## src/rtl/fes_pkg.sv

```systemverilog
package fes_pkg;
  localparam logic [7:0] OP_PAGE_ERASE  = 8'h81;
  localparam logic [7:0] OP_BLOCK_ERASE = 8'h50;
  localparam logic [7:0] OP_STATUS      = 8'hD7;
  localparam int         READY_BIT      = 7;

  typedef enum logic [2:0] {
    S_IDLE, S_DIV, S_CMD, S_CMD_W, S_POLL, S_POLL_W, S_GAP
  } fes_state_e;
endpackage

```

## src/rtl/fes_serial_div.sv

```systemverilog
module fes_serial_div #(
  parameter int W  = 24,
  parameter int DW = 12
) (
  input  logic          clk_i,
  input  logic          rst_ni,
  input  logic          start_i,
  input  logic [W-1:0]  dividend_i,
  input  logic [DW-1:0] divisor_i,
  output logic          done_o,
  output logic [W-1:0]  quot_o,
  output logic [DW-1:0] rem_o
);
  localparam int CW = $clog2(W + 1);

  logic [W-1:0]  q_q;
  logic [DW-1:0] r_q;
  logic [CW-1:0] cnt_q;
  logic          done_q;
  logic [DW:0]   trial;
  logic [DW:0]   diff;
  logic          ge;

  always_comb begin
    trial = {r_q, q_q[W-1]};
    ge    = trial >= {1'b0, divisor_i};
    diff  = trial - {1'b0, divisor_i};
  end

  always_ff @(posedge clk_i or negedge rst_ni) begin
    if (!rst_ni) begin
      q_q    <= '0;
      r_q    <= '0;
      cnt_q  <= '0;
      done_q <= 1'b0;
    end else begin
      done_q <= 1'b0;
      if (start_i) begin
        q_q   <= dividend_i;
        r_q   <= '0;
        cnt_q <= CW'(W);
      end else if (cnt_q != '0) begin
        q_q    <= {q_q[W-2:0], ge};
        r_q    <= ge ? diff[DW-1:0] : trial[DW-1:0];
        cnt_q  <= cnt_q - 1'b1;
        done_q <= (cnt_q == CW'(1));
      end
    end
  end

  assign done_o = done_q;
  assign quot_o = q_q;
  assign rem_o  = r_q;

  // remainder must fall below a nonzero divisor
  p_rem_below_divisor_r1: assert property (@(posedge clk_i) disable iff (!rst_ni)
    (done_o && divisor_i != '0) |-> (rem_o < divisor_i));
endmodule

```

## src/rtl/fes_step_pick.sv

```systemverilog
module fes_step_pick
  import fes_pkg::*;
#(
  parameter int PW       = 24,
  parameter int SH_W     = 5,
  parameter int BLK_LOG2 = 3
) (
  input  logic [PW-1:0]   page_i,
  input  logic [PW-1:0]   left_i,
  input  logic [SH_W-1:0] shift_i,
  output logic [7:0]      op_o,
  output logic [7:0]      addr_hi_o,
  output logic [7:0]      addr_mid_o,
  output logic [PW-1:0]   step_o
);
  localparam int BLK_PAGES = 1 << BLK_LOG2;

  logic        use_blk;
  logic [31:0] flash_addr;

  generate
    if (BLK_LOG2 == 0) begin : g_page_only
      assign use_blk = 1'b0;
    end else begin : g_blk
      assign use_blk = (page_i[BLK_LOG2-1:0] == '0) && (left_i >= PW'(BLK_PAGES));
    end
  endgenerate

  always_comb begin
    flash_addr = 32'(page_i) << shift_i;
    op_o       = use_blk ? OP_BLOCK_ERASE : OP_PAGE_ERASE;
    addr_hi_o  = flash_addr[23:16];
    addr_mid_o = flash_addr[15:8];
    step_o     = use_blk ? PW'(BLK_PAGES) : PW'(1);
  end
endmodule

```

## src/rtl/flash_erase_seq.sv

```systemverilog
module flash_erase_seq
  import fes_pkg::*;
#(
  parameter int ADDR_W   = 24,
  parameter int PS_W     = 12,
  parameter int SH_W     = 5,
  parameter int GAP_W    = 8,
  parameter int BLK_LOG2 = 3
) (
  input  logic              clk_i,
  input  logic              rst_ni,
  input  logic              req_i,
  input  logic [ADDR_W-1:0] addr_i,
  input  logic [ADDR_W-1:0] len_i,
  input  logic [PS_W-1:0]   page_size_i,
  input  logic [SH_W-1:0]   page_shift_i,
  input  logic [GAP_W-1:0]  poll_gap_i,
  input  logic              tick_i,
  output logic              busy_o,
  output logic              done_o,
  output logic              err_o,
  output logic              spi_start_o,
  output logic [7:0]        spi_tx_o,
  output logic              spi_hold_o,
  input  logic              spi_done_i,
  input  logic [7:0]        spi_rx_i,
  input  logic              spi_err_i
);
  localparam int BLK_PAGES = 1 << BLK_LOG2;

  fes_state_e        state_q;
  logic [1:0]        idx_q;
  logic [ADDR_W-1:0] cur_page_q, left_q;
  logic              xerr_q, done_q, err_q;
  logic [GAP_W-1:0]  gap_q;

  logic              div_go, da_done, dl_done;
  logic [ADDR_W-1:0] qa, ql;
  logic [PS_W-1:0]   ra, rl;
  logic [7:0]        op, a_hi, a_mid;
  logic [ADDR_W-1:0] step;

  assign div_go = (state_q == S_IDLE) && req_i;

  fes_serial_div #(.W(ADDR_W), .DW(PS_W)) u_div_addr (
    .clk_i, .rst_ni, .start_i(div_go), .dividend_i(addr_i), .divisor_i(page_size_i),
    .done_o(da_done), .quot_o(qa), .rem_o(ra));

  fes_serial_div #(.W(ADDR_W), .DW(PS_W)) u_div_len (
    .clk_i, .rst_ni, .start_i(div_go), .dividend_i(len_i), .divisor_i(page_size_i),
    .done_o(dl_done), .quot_o(ql), .rem_o(rl));

  fes_step_pick #(.PW(ADDR_W), .SH_W(SH_W), .BLK_LOG2(BLK_LOG2)) u_pick (
    .page_i(cur_page_q), .left_i(left_q), .shift_i(page_shift_i),
    .op_o(op), .addr_hi_o(a_hi), .addr_mid_o(a_mid), .step_o(step));

  always_ff @(posedge clk_i or negedge rst_ni) begin
    if (!rst_ni) begin
      state_q    <= S_IDLE;
      idx_q      <= '0;
      cur_page_q <= '0;
      left_q     <= '0;
      xerr_q     <= 1'b0;
      done_q     <= 1'b0;
      err_q      <= 1'b0;
      gap_q      <= '0;
    end else begin
      done_q <= 1'b0;
      err_q  <= 1'b0;
      unique case (state_q)
        S_IDLE: if (req_i) state_q <= S_DIV;
        S_DIV: if (da_done && dl_done) begin
          if (page_size_i == '0 || ra != '0 || rl != '0) begin
            done_q  <= 1'b1;
            err_q   <= 1'b1;
            state_q <= S_IDLE;
          end else if (ql == '0) begin
            done_q  <= 1'b1;
            state_q <= S_IDLE;
          end else begin
            cur_page_q <= qa;
            left_q     <= ql;
            idx_q      <= '0;
            xerr_q     <= 1'b0;
            state_q    <= S_CMD;
          end
        end
        S_CMD:  state_q <= S_CMD_W;
        S_CMD_W: if (spi_done_i) begin
          if (spi_err_i) xerr_q <= 1'b1;
          idx_q   <= idx_q + 2'd1;
          state_q <= (idx_q == 2'd3) ? S_POLL : S_CMD;
        end
        S_POLL: state_q <= S_POLL_W;
        S_POLL_W: if (spi_done_i) begin
          if (idx_q == 2'd0) begin
            idx_q   <= 2'd1;
            state_q <= S_POLL;
          end else begin
            idx_q <= 2'd0;
            if (spi_rx_i[READY_BIT]) begin
              if (xerr_q) begin
                xerr_q  <= 1'b0;
                state_q <= S_CMD;
              end else begin
                cur_page_q <= cur_page_q + step;
                left_q     <= left_q - step;
                if (left_q == step) begin
                  done_q  <= 1'b1;
                  state_q <= S_IDLE;
                end else begin
                  state_q <= S_CMD;
                end
              end
            end else if (poll_gap_i == '0) begin
              state_q <= S_POLL;
            end else begin
              gap_q   <= '0;
              state_q <= S_GAP;
            end
          end
        end
        S_GAP: if (tick_i) begin
          gap_q <= gap_q + 1'b1;
          if (gap_q + 1'b1 == poll_gap_i) state_q <= S_POLL;
        end
        default: state_q <= S_IDLE;
      endcase
    end
  end

  always_comb begin
    spi_start_o = (state_q == S_CMD) || (state_q == S_POLL);
    spi_tx_o    = 8'h00;
    spi_hold_o  = 1'b0;
    if (state_q == S_CMD) begin
      spi_hold_o = (idx_q != 2'd3);
      unique case (idx_q)
        2'd0:    spi_tx_o = op;
        2'd1:    spi_tx_o = a_hi;
        2'd2:    spi_tx_o = a_mid;
        default: spi_tx_o = 8'h00;
      endcase
    end else if (state_q == S_POLL) begin
      spi_hold_o = (idx_q == 2'd0);
      spi_tx_o   = (idx_q == 2'd0) ? OP_STATUS : 8'h00;
    end
  end

  assign busy_o = (state_q != S_IDLE);
  assign done_o = done_q;
  assign err_o  = err_q;

  p_idle_quiet_r10: assert property (@(posedge clk_i) disable iff (!rst_ni)
    !busy_o |-> !spi_start_o);
  p_err_with_done_r1: assert property (@(posedge clk_i) disable iff (!rst_ni)
    err_o |-> done_o);
  p_done_single_r9: assert property (@(posedge clk_i) disable iff (!rst_ni)
    done_o |=> !done_o);
  p_block_aligned_r2: assert property (@(posedge clk_i) disable iff (!rst_ni)
    (state_q == S_CMD && idx_q == 2'd0 && spi_tx_o == OP_BLOCK_ERASE)
      |-> ((cur_page_q % ADDR_W'(BLK_PAGES)) == '0 && left_q >= ADDR_W'(BLK_PAGES)));
  p_advance_on_ready_r7: assert property (@(posedge clk_i) disable iff (!rst_ni)
    (cur_page_q != $past(cur_page_q) && $past(state_q) != S_DIV)
      |-> $past(state_q == S_POLL_W && spi_done_i && spi_rx_i[READY_BIT] && !xerr_q));
endmodule

```

## config.mk

```make
export PLATFORM = sky130hd
export DESIGN_NAME = flash_erase_seq
export DESIGN_NICKNAME = d
export VERILOG_FILES = /design/src/rtl/fes_pkg.sv /design/src/rtl/fes_serial_div.sv /design/src/rtl/fes_step_pick.sv /design/src/rtl/flash_erase_seq.sv
export SDC_FILE = /design/constraint.sdc
export NUM_CORES = 1
export LEC_CHECK = 0
export BUFFER_PORTS_ARGS = -buffer_cell sky130_fd_sc_hd__clkbuf_2
export CAP_MARGIN = 25
export CORE_UTILIZATION = 60
export DETAILED_ROUTE_END_ITERATION = 10
export GPL_ROUTABILITY_DRIVEN = 0
export HOLD_SLACK_MARGIN = 0.08
export PLACE_DENSITY_LB_ADDON = 0.08
export SLEW_MARGIN = 5
export SYNTH_ARGS = -nofsm -noshare
export SYNTH_HDL_FRONTEND = slang
export SYNTH_HIERARCHICAL = 1
export SYNTH_SLANG_ARGS = --single-unit
```

## constraint.sdc

```tcl
create_clock -name clk_i -period 8.71 [get_ports clk_i]
set_input_delay 1.742 -clock clk_i [delete_from_list [all_inputs] [get_ports clk_i]]
set_output_delay 1.742 -clock clk_i [all_outputs]
set_load 0.01 [all_outputs]
```

; Yosys cells after proc, flatten, opt, wreduce, memory -nomap -nowiden
; Cells that the tools add are included.
[word_totals]
wordCells = 174
mem_count = 0
output_inout_bits = 13
input_bits = 87
reg_bits = 148
mem_bits_ro = 0
latchBits = 0
ram_bits = 0
[op_classes]
mul = 0
reduce_logical = 27
n_eq_ne = 28
bitwise_logic = 0
mux = 91
n_div = 0
n_addsub = 8
shift = 1
magnitude_cmp = 3
[ops]
columns = cell, n
row1 = $mux 24, 18
row2 = $pmux 24 s2, 2
row3 = $mux 12, 6
row4 = $mux 8, 9
row5 = $ne 2x2->1 const B, 15
row6 = $mux 3, 9
row7 = $ge 13x12->1, 2
row8 = $mux 1, 26
row9 = $add 24x24->24, 1
row10 = $eq 24x24->1, 1
row11 = $ge 24x4->1 const B, 1
row12 = $logic_not 24->1, 1
row13 = $pmux 8 s3, 1
row14 = $reduce_bool 12->1, 2
row15 = $shl 24x5->24, 1
row16 = $sub 12x12->12, 2
row17 = $sub 24x24->24, 1
row18 = $pmux 3 s7, 1
row19 = $mux 2, 10
row20 = $mux 5, 4
row21 = $reduce_and 6->1, 3
row22 = $pmux 8 s2, 1
row23 = $logic_not 12->1, 1
row24 = $eq 5x1->1 const B, 2
row25 = 23 further kinds, 38

; Longest topological paths before layout
; Gate-level depths: netlist (run 1).
[logic_depth]
ltp_word = 10
ltp_mapped = 17
depth_no_buf = 16

; Modules after synthesis
; Netlist (run 1), hierarchy kept.
[by_module_without_submodules]
columns = module, seq_area_each_um2, cells_per_inst, area_per_inst_um2, n_inst
row1 = flash_erase_seq, 1601.5, 767, 5885.6, 1
row2 = fes_serial_div at u_div_addr, 1051.0, 278, 2705.1, 1
row3 = fes_serial_div at u_div_len, 1051.0, 285, 2667.6, 1
row4 = fes_step_pick, 0.0, 160, 1544.0, 1

; Worst setup path after synthesis (run 1)
; No wires, ideal clock.
[synth_timing]
kind = input port to output port
from = input page_shift_i[0]
to = output spi_tx_o[2]
t_arrival_ns = 3.277
path_slack_ns = 3.691
path_stages = 7
n_path_buf = 1
required_time_ns = 6.968
cell_sequence = buf_6 -> mux4_2 -> and2_0 -> a221oi_1 -> o32ai_1 -> a222oi_1 -> o21ai_1
[synth_between]
elab_chain_len = 3
[synth_lines]
columns = item, line_no
row1 = start: declaration, flash_erase_seq.sv:16  ; input logic [SH_W-1:0] page_shift_i,
row2 = $shl 24x5->24, fes_step_pick.sv:30  ; flash_addr = 32'(page_i) << shift_i;
row3 = net a_hi[2], flash_erase_seq.sv:40  ; logic [7:0] op, a_hi, a_mid;
row4 = $pmux 8 s3, flash_erase_seq.sv:138  ; unique case (idx_q)
row5 = $mux 8, flash_erase_seq.sv:136  ; if (state_q == S_CMD) begin
row6 = end: declaration, flash_erase_seq.sv:23  ; output logic [7:0] spi_tx_o,
; The timed path passes the listed nets, and every way through them passes these cells.

; Worst setup path after layout (run 1)
[layout_timing]
from = input page_shift_i[1]
to = output spi_tx_o[4]
[layout_between]
elab_chain_len = 3
[layout_lines]
columns = item, line_no
row1 = $shl 24x5->24, fes_step_pick.sv:30
row2 = net a_mid[4], flash_erase_seq.sv:40
row3 = $pmux 8 s3, flash_erase_seq.sv:138
row4 = $mux 8, flash_erase_seq.sv:136
; The timed path passes the listed nets, and every way through them passes these cells.

==> results of run 1 <==
final timing paths:
kind	start	endpoint	slack, ns	cells after the start
setup reg to reg	left_q[7]	left_q[22]	4.25	15
hold / removal	left_q[2]	left_q[2]	0.50	2
max in group asynchronous	rst_ni	left_q[18]	6.06	2
setup / recovery	page_shift_i[1]	spi_tx_o[4]	2.77	8
min in group asynchronous	rst_ni	cur_page_q[5]	1.38	1
hold reg to reg	left_q[2]	left_q[2]	0.50	2
routing by layer:
layer	part of all wire, %	wire (um)	track usage [%]	vias to the layer above
met5	0	0	0	-
met3	5.2	1673	4.202	41
met4	1.9	607	9.021	0
met2	46	14830	48.40	324
li1	-	-	-	5480
met1	47	15310	43.47	5293
cells in the final DEF, fill, tap and decap left out, types with 12 or more instances in the layout:
cell       count
o21ai_1       55
xor2_1        24
o22ai_1       14
xnor2_1       36
dfrtp_1      148
a211oi_1      27
a21oi_1      131
mux2i_1       87
a21o_1        22
nor2_1       145
and3_1        21
nor2b_1       20
nor3_1        17
o31ai_1       12
inv_1         79
nor4_1        27
and2_1        14
o21a_1        12
nand2_1      119
clkbuf_16     17
clkbuf_2      91
a31oi_1       13
nand4_1       20
ha_1          81
nand3_1       18
o21ai_0       64
mux4_2        18
conb_1        26
final cells by class:
class,count,area (um^2),area share [%]
clock inverter,13,148.9,1.083
tap,275,344.1,2.503
clock buffer,19,442.9,3.222
sequential,148,3704,26.94
timing repair buffer,102,546.8,3.977
inverter,79,296.5,2.157
multi-input combinational,1181,8264,60.12
state kept, by name (all words and copies together) (netlist names), 2 cells and up:
register	count
cur_page_q	24
gap_q	8
idx_q	2
left_q	24
state_q	3
u_div_addr/cnt_q	5
u_div_addr/quot_o	24
u_div_addr/rem_o	12
u_div_len/cnt_q	5
u_div_len/quot_o	24
u_div_len/rem_o	12
power by group through the flow:
stage / clock [mW] / combinational (mW) / sequential, mW
floorplan: 0 / 2.10 / 1.24
global placement: 0 / 2.39 / 1.41
detailed placement: 0 / 2.45 / 1.41
CTS: 0.769 / 2.47 / 1.41
global route: 0.796 / 2.81 / 1.46
finish: 0.755 / 2.51 / 1.42
cell families after synthesis:
logic type,after synthesis,share of synthesized area [%]
flops,148,28.93
simple gates,451,16.99
buf+inv,186,7.486
other cells,1,0.02929
mux,117,11.55
xor+xnor,60,4.105
fa+ha+maj,85,8.542
compound gates,442,22.37
worst max-delay path: stages:
cell and delay, ns:
clkbuf_2 0.63, mux4_1 0.69, mux2_2 0.31, nor2_1 0.09
a211oi_1 0.06, a222oi_1 0.42, o21ai_1 0.10, clkbuf_2 0.14
through the flow:
step / std cells / hold WS [ns] / setup slack [ns]
6_report: 1817 / 0.5025 / 2.769
3_5_place_dp: 1784 / 0.4886 / 2.804
2_1_floorplan: 1515 / 0.4621 / 3.691
5_1_grt: 1817 / 0.5359 / 2.613
4_1_cts: 1816 / 0.5046 / 2.791
3_3_place_gp: 1783 / 0.4779 / 2.851
==> results by group, run 1 <==
Run status
  • Outcome: finished clean

CTS
  • Clock transition at path regs: about 0.070 ns
  • Cts repair resizes: 0
  • Hold Buf Count CTS: 0
  • Clock Latency Late Sink: 0.43 ns
  • Clock Path Buffers: 2
  • Setup Fix Bufs, Post-CTS: 0
  • CTS Buf Count: 17
  • Root Driver: clkbuf_16
  • CTS tree: built
  • Clock sinks: 148
  • H-tree Lvls: 4

Synthesis
  • Synth warn: 6
  • Synth area leader: dfrtp_1
  • Yosys cell types: 96
  • Commonest cells in the netlist: dfrtp_1 (148), nor2_1 (146), a21oi_1 (131), nand2_1 (120), mux2i_1 (87)
  • FFs w/ async S/R, synth: 100.0%
  • Area share of the largest cell type after synthesis: 28.93%
  • Syn Inst Count: approximately 1,500
  • Sequential area share after synthesis: just under 30%
  • Synthesized area per cell: about 8.6 um^2
  • Top-count cell post-synth: dfrtp_1
  • Ranking of synthesized cells by area: dfrtp_1 (29%), ha_1 (7.9%), mux2i_1 (6.8%)
  • Number of synthesized flops with an enable pin: 0
  • Post-synthesis cell area: 12,800 um^2
  • Top_reg_cell synth: dfrtp_1
  • Number of synthesized register bits: 148

Power and ir drop
  • Reg power frac: 30.3%
  • Clock power share: 16.1%
  • P_int: around 2.6 mW
  • Sw power: approximately 2.1 mW
  • Pwr/cell area: 340.3 nW/um^2
  • Combinational fraction of design power: ~54%
  • Pwr Total: around 4.7 mW
  • Maximum vdd ir drop: 0.1993 mV
  • Sw Ratio: 44.64%
  • P_leak: just over 6 nW

Die
  • Initial core utilization: 61.09%
  • Die footprint: 21,920 um^2
  • # IOs: 100
  • Die width: 148.1 um
  • Die Ht: 148.1 um
  • Rows: 53
  • Core area: around 21,000 um^2

Setup path
  • WS Path Type: in2out
  • Crit path capture type: output port
  • Crit path required time: 6.97 ns
  • Max Fanout on Critical Path: 31
  • Crit path arrival time: 4.20 ns
  • Worst Setup Start Kind: input port

STA
  • Final Hold Viols: 0
  • Setup-failing EPs final: 0
  • Final setup TNS: 0 ns
  • Crit path time final: 5.941 ns
  • Slew Limit Headroom: 38.03%
  • Max Transition Viols Final: 0
  • Worst Tran Pin Value: 0.9295 ns
  • RSZ-0062 raised after global routing: no
  • Tcrit/Tclk final: between 60% and 70%
  • Clk_skew: 0.01549 ns
  • FMAX: about 0.17 GHz

Detailed routing
  • Drt pass-1 iters: 8
  • Drt initial violations: 829
  • Antenna viol nets, final: 0
  • Drt via density: 6.130
  • DR vias: 11,140
  • DR WL/cell: 17.84 um
  • DRT Wirelength: 32,420 um
  • Residual DRC: 0

Global routing
  • Remaining Overflow, GRT: 0
  • First-pass GRT wire length: approximately 53,000 um
  • GRT Util Overall: 30.52%
  • Largest net degree at the start of global routing: 97
  • Number of global-route vias before repair: 10,430
  • Antenna violations before repair: 0

Worst hold path
  • Min-Delay Path Class: reg2reg

Layout
  • Share of layout cells above drive strength 1: 12.52%
  • Area grow syn2layout: 7.379%
  • Finished Cell Area: between 10,000 and 15,000 um^2
  • Final Util: between 60% and 70%
  • Layout fillers: 1,835
  • Antenna diodes: 0
  • Nets: between 1,500 and 2,000

Placement
  • Cell Area, Placed: 13,140 um^2
  • I/O Buffers: 92
  • HPWL after DPL: ~24,000 um

Flow run
  • Max-capacitance violation count: 0
No activity file was read; power rests on OpenSTA's default activity.
==> run 2, diff against run 1 <==
==> constraint.sdc (replaced) <==
create_clock -name clk_i -period 5.5 [get_ports clk_i]
set_input_delay 1.1 -clock clk_i [delete_from_list [all_inputs] [get_ports clk_i]]
set_output_delay 1.1 -clock clk_i [all_outputs]
set_load 0.01 [all_outputs]
==> results by group, run 2 (synthesis results as in run 1) <==
Detailed routing
  • Uppermost layer routed: met4
  • Residual DRC: 0 (unchanged)
  • DRT Wirelength: 32,290 um (-0.40%)
  • M1 wire length: 15,410 um (+0.67%)
  • WL met3: 1546 um (-7.6%)
  • DR WL/cell: 17.76 um (-0.46%)
  • Drt pass-1 iters: 7 (-1)
  • Antenna viol nets, final: 0 (unchanged)
  • Routed met2 length: 14,720 um (-0.76%)
  • DR vias: 11,160 (+0.15%)
  • Drt via density: 6.136 (about the same)
  • Drt initial violations: 872 (+5.2%)

Die
  • Core area: 20,960 um^2 (unchanged)
  • # IOs: 100 (unchanged)
  • Rows: 53 (unchanged)
  • Initial core utilization: 61.09% (unchanged)
  • Die width: 148.1 um (unchanged)
  • Die Ht: 148.1 um (unchanged)
  • Die footprint: 21,920 um^2 (unchanged)

Setup path
  • R2r startpoint: left_q[7]
  • WS Path Type: in2out
  • Crit path required time: 4.40 ns (-2.57 ns)
  • Max Fanout on Critical Path: 31 (unchanged)
  • Crit path capture type: output port
  • Crit path arrival time: 3.57 ns (-0.63 ns)
  • Worst Setup Start Kind: input port
  • Crit path from: page_shift_i[1]

CTS
  • Clock Path Buffers: 2 (unchanged)
  • H-tree Lvls: 4 (unchanged)
  • Root Driver: clkbuf_16
  • Clock sinks: 148 (unchanged)
  • Hold Buf Count CTS: 0 (unchanged)
  • Cts repair resizes: 0 (unchanged)
  • Setup Fix Bufs, Post-CTS: 0 (unchanged)
  • CTS Buf Count: 17 (unchanged)
  • CTS tree: built
  • Clock Latency Late Sink: 0.43 ns (about the same)
  • Clock transition at path regs: 0.07 ns (about the same)

STA
  • Final setup TNS: 0 ns (unchanged)
  • RSZ-0062 raised after global routing: no
  • Slew Limit Headroom: 29.83% (-8.2 points)
  • Worst Tran Pin Value: 1.053 ns (+0.1231 ns)
  • Clk_skew: 0.01926 ns (+0.003775 ns)
  • Final Hold Viols: 0 (unchanged)
  • Tcrit/Tclk final: 84.85%
  • Max Transition Viols Final: 0 (unchanged)
  • Crit path time final: 4.667 ns
  • FMAX: 0.2143 GHz
  • Setup-failing EPs final: 0 (unchanged)

Global routing
  • GRT Util Overall: 30.69% (+0.16 points)
  • Number of global-route vias before repair: 10,470 (+0.31%)
  • Remaining Overflow, GRT: 0 (unchanged)
  • Largest net degree at the start of global routing: 92 (-5.2%)
  • First-pass GRT wire length: 53,700 um (+0.97%)
  • Antenna violations before repair: 0 (unchanged)

Flow run
  • Max-capacitance violation count: 0 (unchanged)

Layout
  • Commonest non-fill, non-tap cell in the layout: dfrtp_1
  • Register area: 3704 um^2 (unchanged)
  • Area grow syn2layout: 7.838%
  • Share of layout cells above drive strength 1: 12.57% (+0.057 points)
  • Nets: 1,702 (+0.059%)
  • Footprint of the multi-input gates: 8264 um^2 (unchanged)
  • Layout fillers: 1,802 (-1.8%)
  • Antenna diodes: 0 (unchanged)
  • Commonest cells after routing, fill and taps aside: dfrtp_1 (148), nor2_1 (145), a21oi_1 (131), nand2_1 (119), clkbuf_2 (91)

Power and ir drop
  • Pwr/cell area: 543.0 nW/um^2 (+60%)
  • P_leak: 6.255 nW (+0.40%)
  • Maximum vdd ir drop: 0.2736 mV (+37%)
  • Pwr Total: 7.497 mW (+60%)

Placement
  • I/O Buffers: 92 (unchanged)
  • HPWL after DPL: 23,440 um (-0.55%)

Run status
  • Outcome: finished clean

Worst hold path
  • Min-Delay Path Class: reg2reg
  • Worst Hold Launch: gap_q[7]
run 2: cell count changes in the layout (fill, tap and decap cells not counted), sizes merged:
cell,previous run,this run
bufinv,2,4
clkbuf,110,111
clkinv,4,3
inv,84,83
run 2: final cells by class:
class / count / area share [%]
inverters: 79 / 2.148
well taps: 275 / 2.492
flip-flops and latches: 148 / 26.83
multi-input cells: 1181 / 59.86
repair buffers: 103 / 4.051
clock inverters: 13 / 1.414
clock buffers: 19 / 3.208
run 2: final timing paths:
kind,to,slack (ns),depth (start not counted)
setup / recovery,spi_tx_o[3],0.83,8
hold / removal,gap_q[7],0.51,1
setup reg to reg,left_q[22],0.97,15
hold reg to reg,gap_q[7],0.51,1
max in group asynchronous,u_div_len/done_o,3.82,2
min in group asynchronous,u_div_addr/quot_o[3],0.62,1
run 2: worst max-delay path, stage by stage:
cell and delay, ns:
clkbuf_2 0.62, mux4_1 0.69, mux2i_1 0.29, a2bb2oi_1 0.25, nor2_1 0.06, a222oi_1 0.35, nor2_1 0.07, clkbuf_2 0.13
run 2: per-stage QoR:
step	instances	area, um^2	hold WS [ns]	setup slack, ns	util [%]
after CTS	1817	13800	0.5155	0.8701	65.85
final	1818	13810	0.5080	0.8330	65.88
after global routing	1818	13810	0.5450	0.6209	65.88
after global placement	1784	13160	0.4794	0.9331	62.78
after detailed placement	1785	13160	0.5001	0.8919	62.80
after floorplan	1515	12900	0.4621	1.765	-
run 2: per-layer routing:
metal / GRT usage, % / vias up
met2: 47.98 / 355
li1: - / 5471
met5: 0 / -
met1: 44.24 / 5287
met4: 9.381 / 0
met3: 4.080 / 42
run 2: where the power goes:
| group | switching (mW) | internal (mW) | total [mW] |
|---|---|---|---|
| clock network | 0.502 | 0.780 | 1.28 |
| registers | 0.650 | 1.59 | 2.24 |
| logic | 2.15 | 1.82 | 3.98 |
| total | 3.30 | 4.19 | 7.50 |
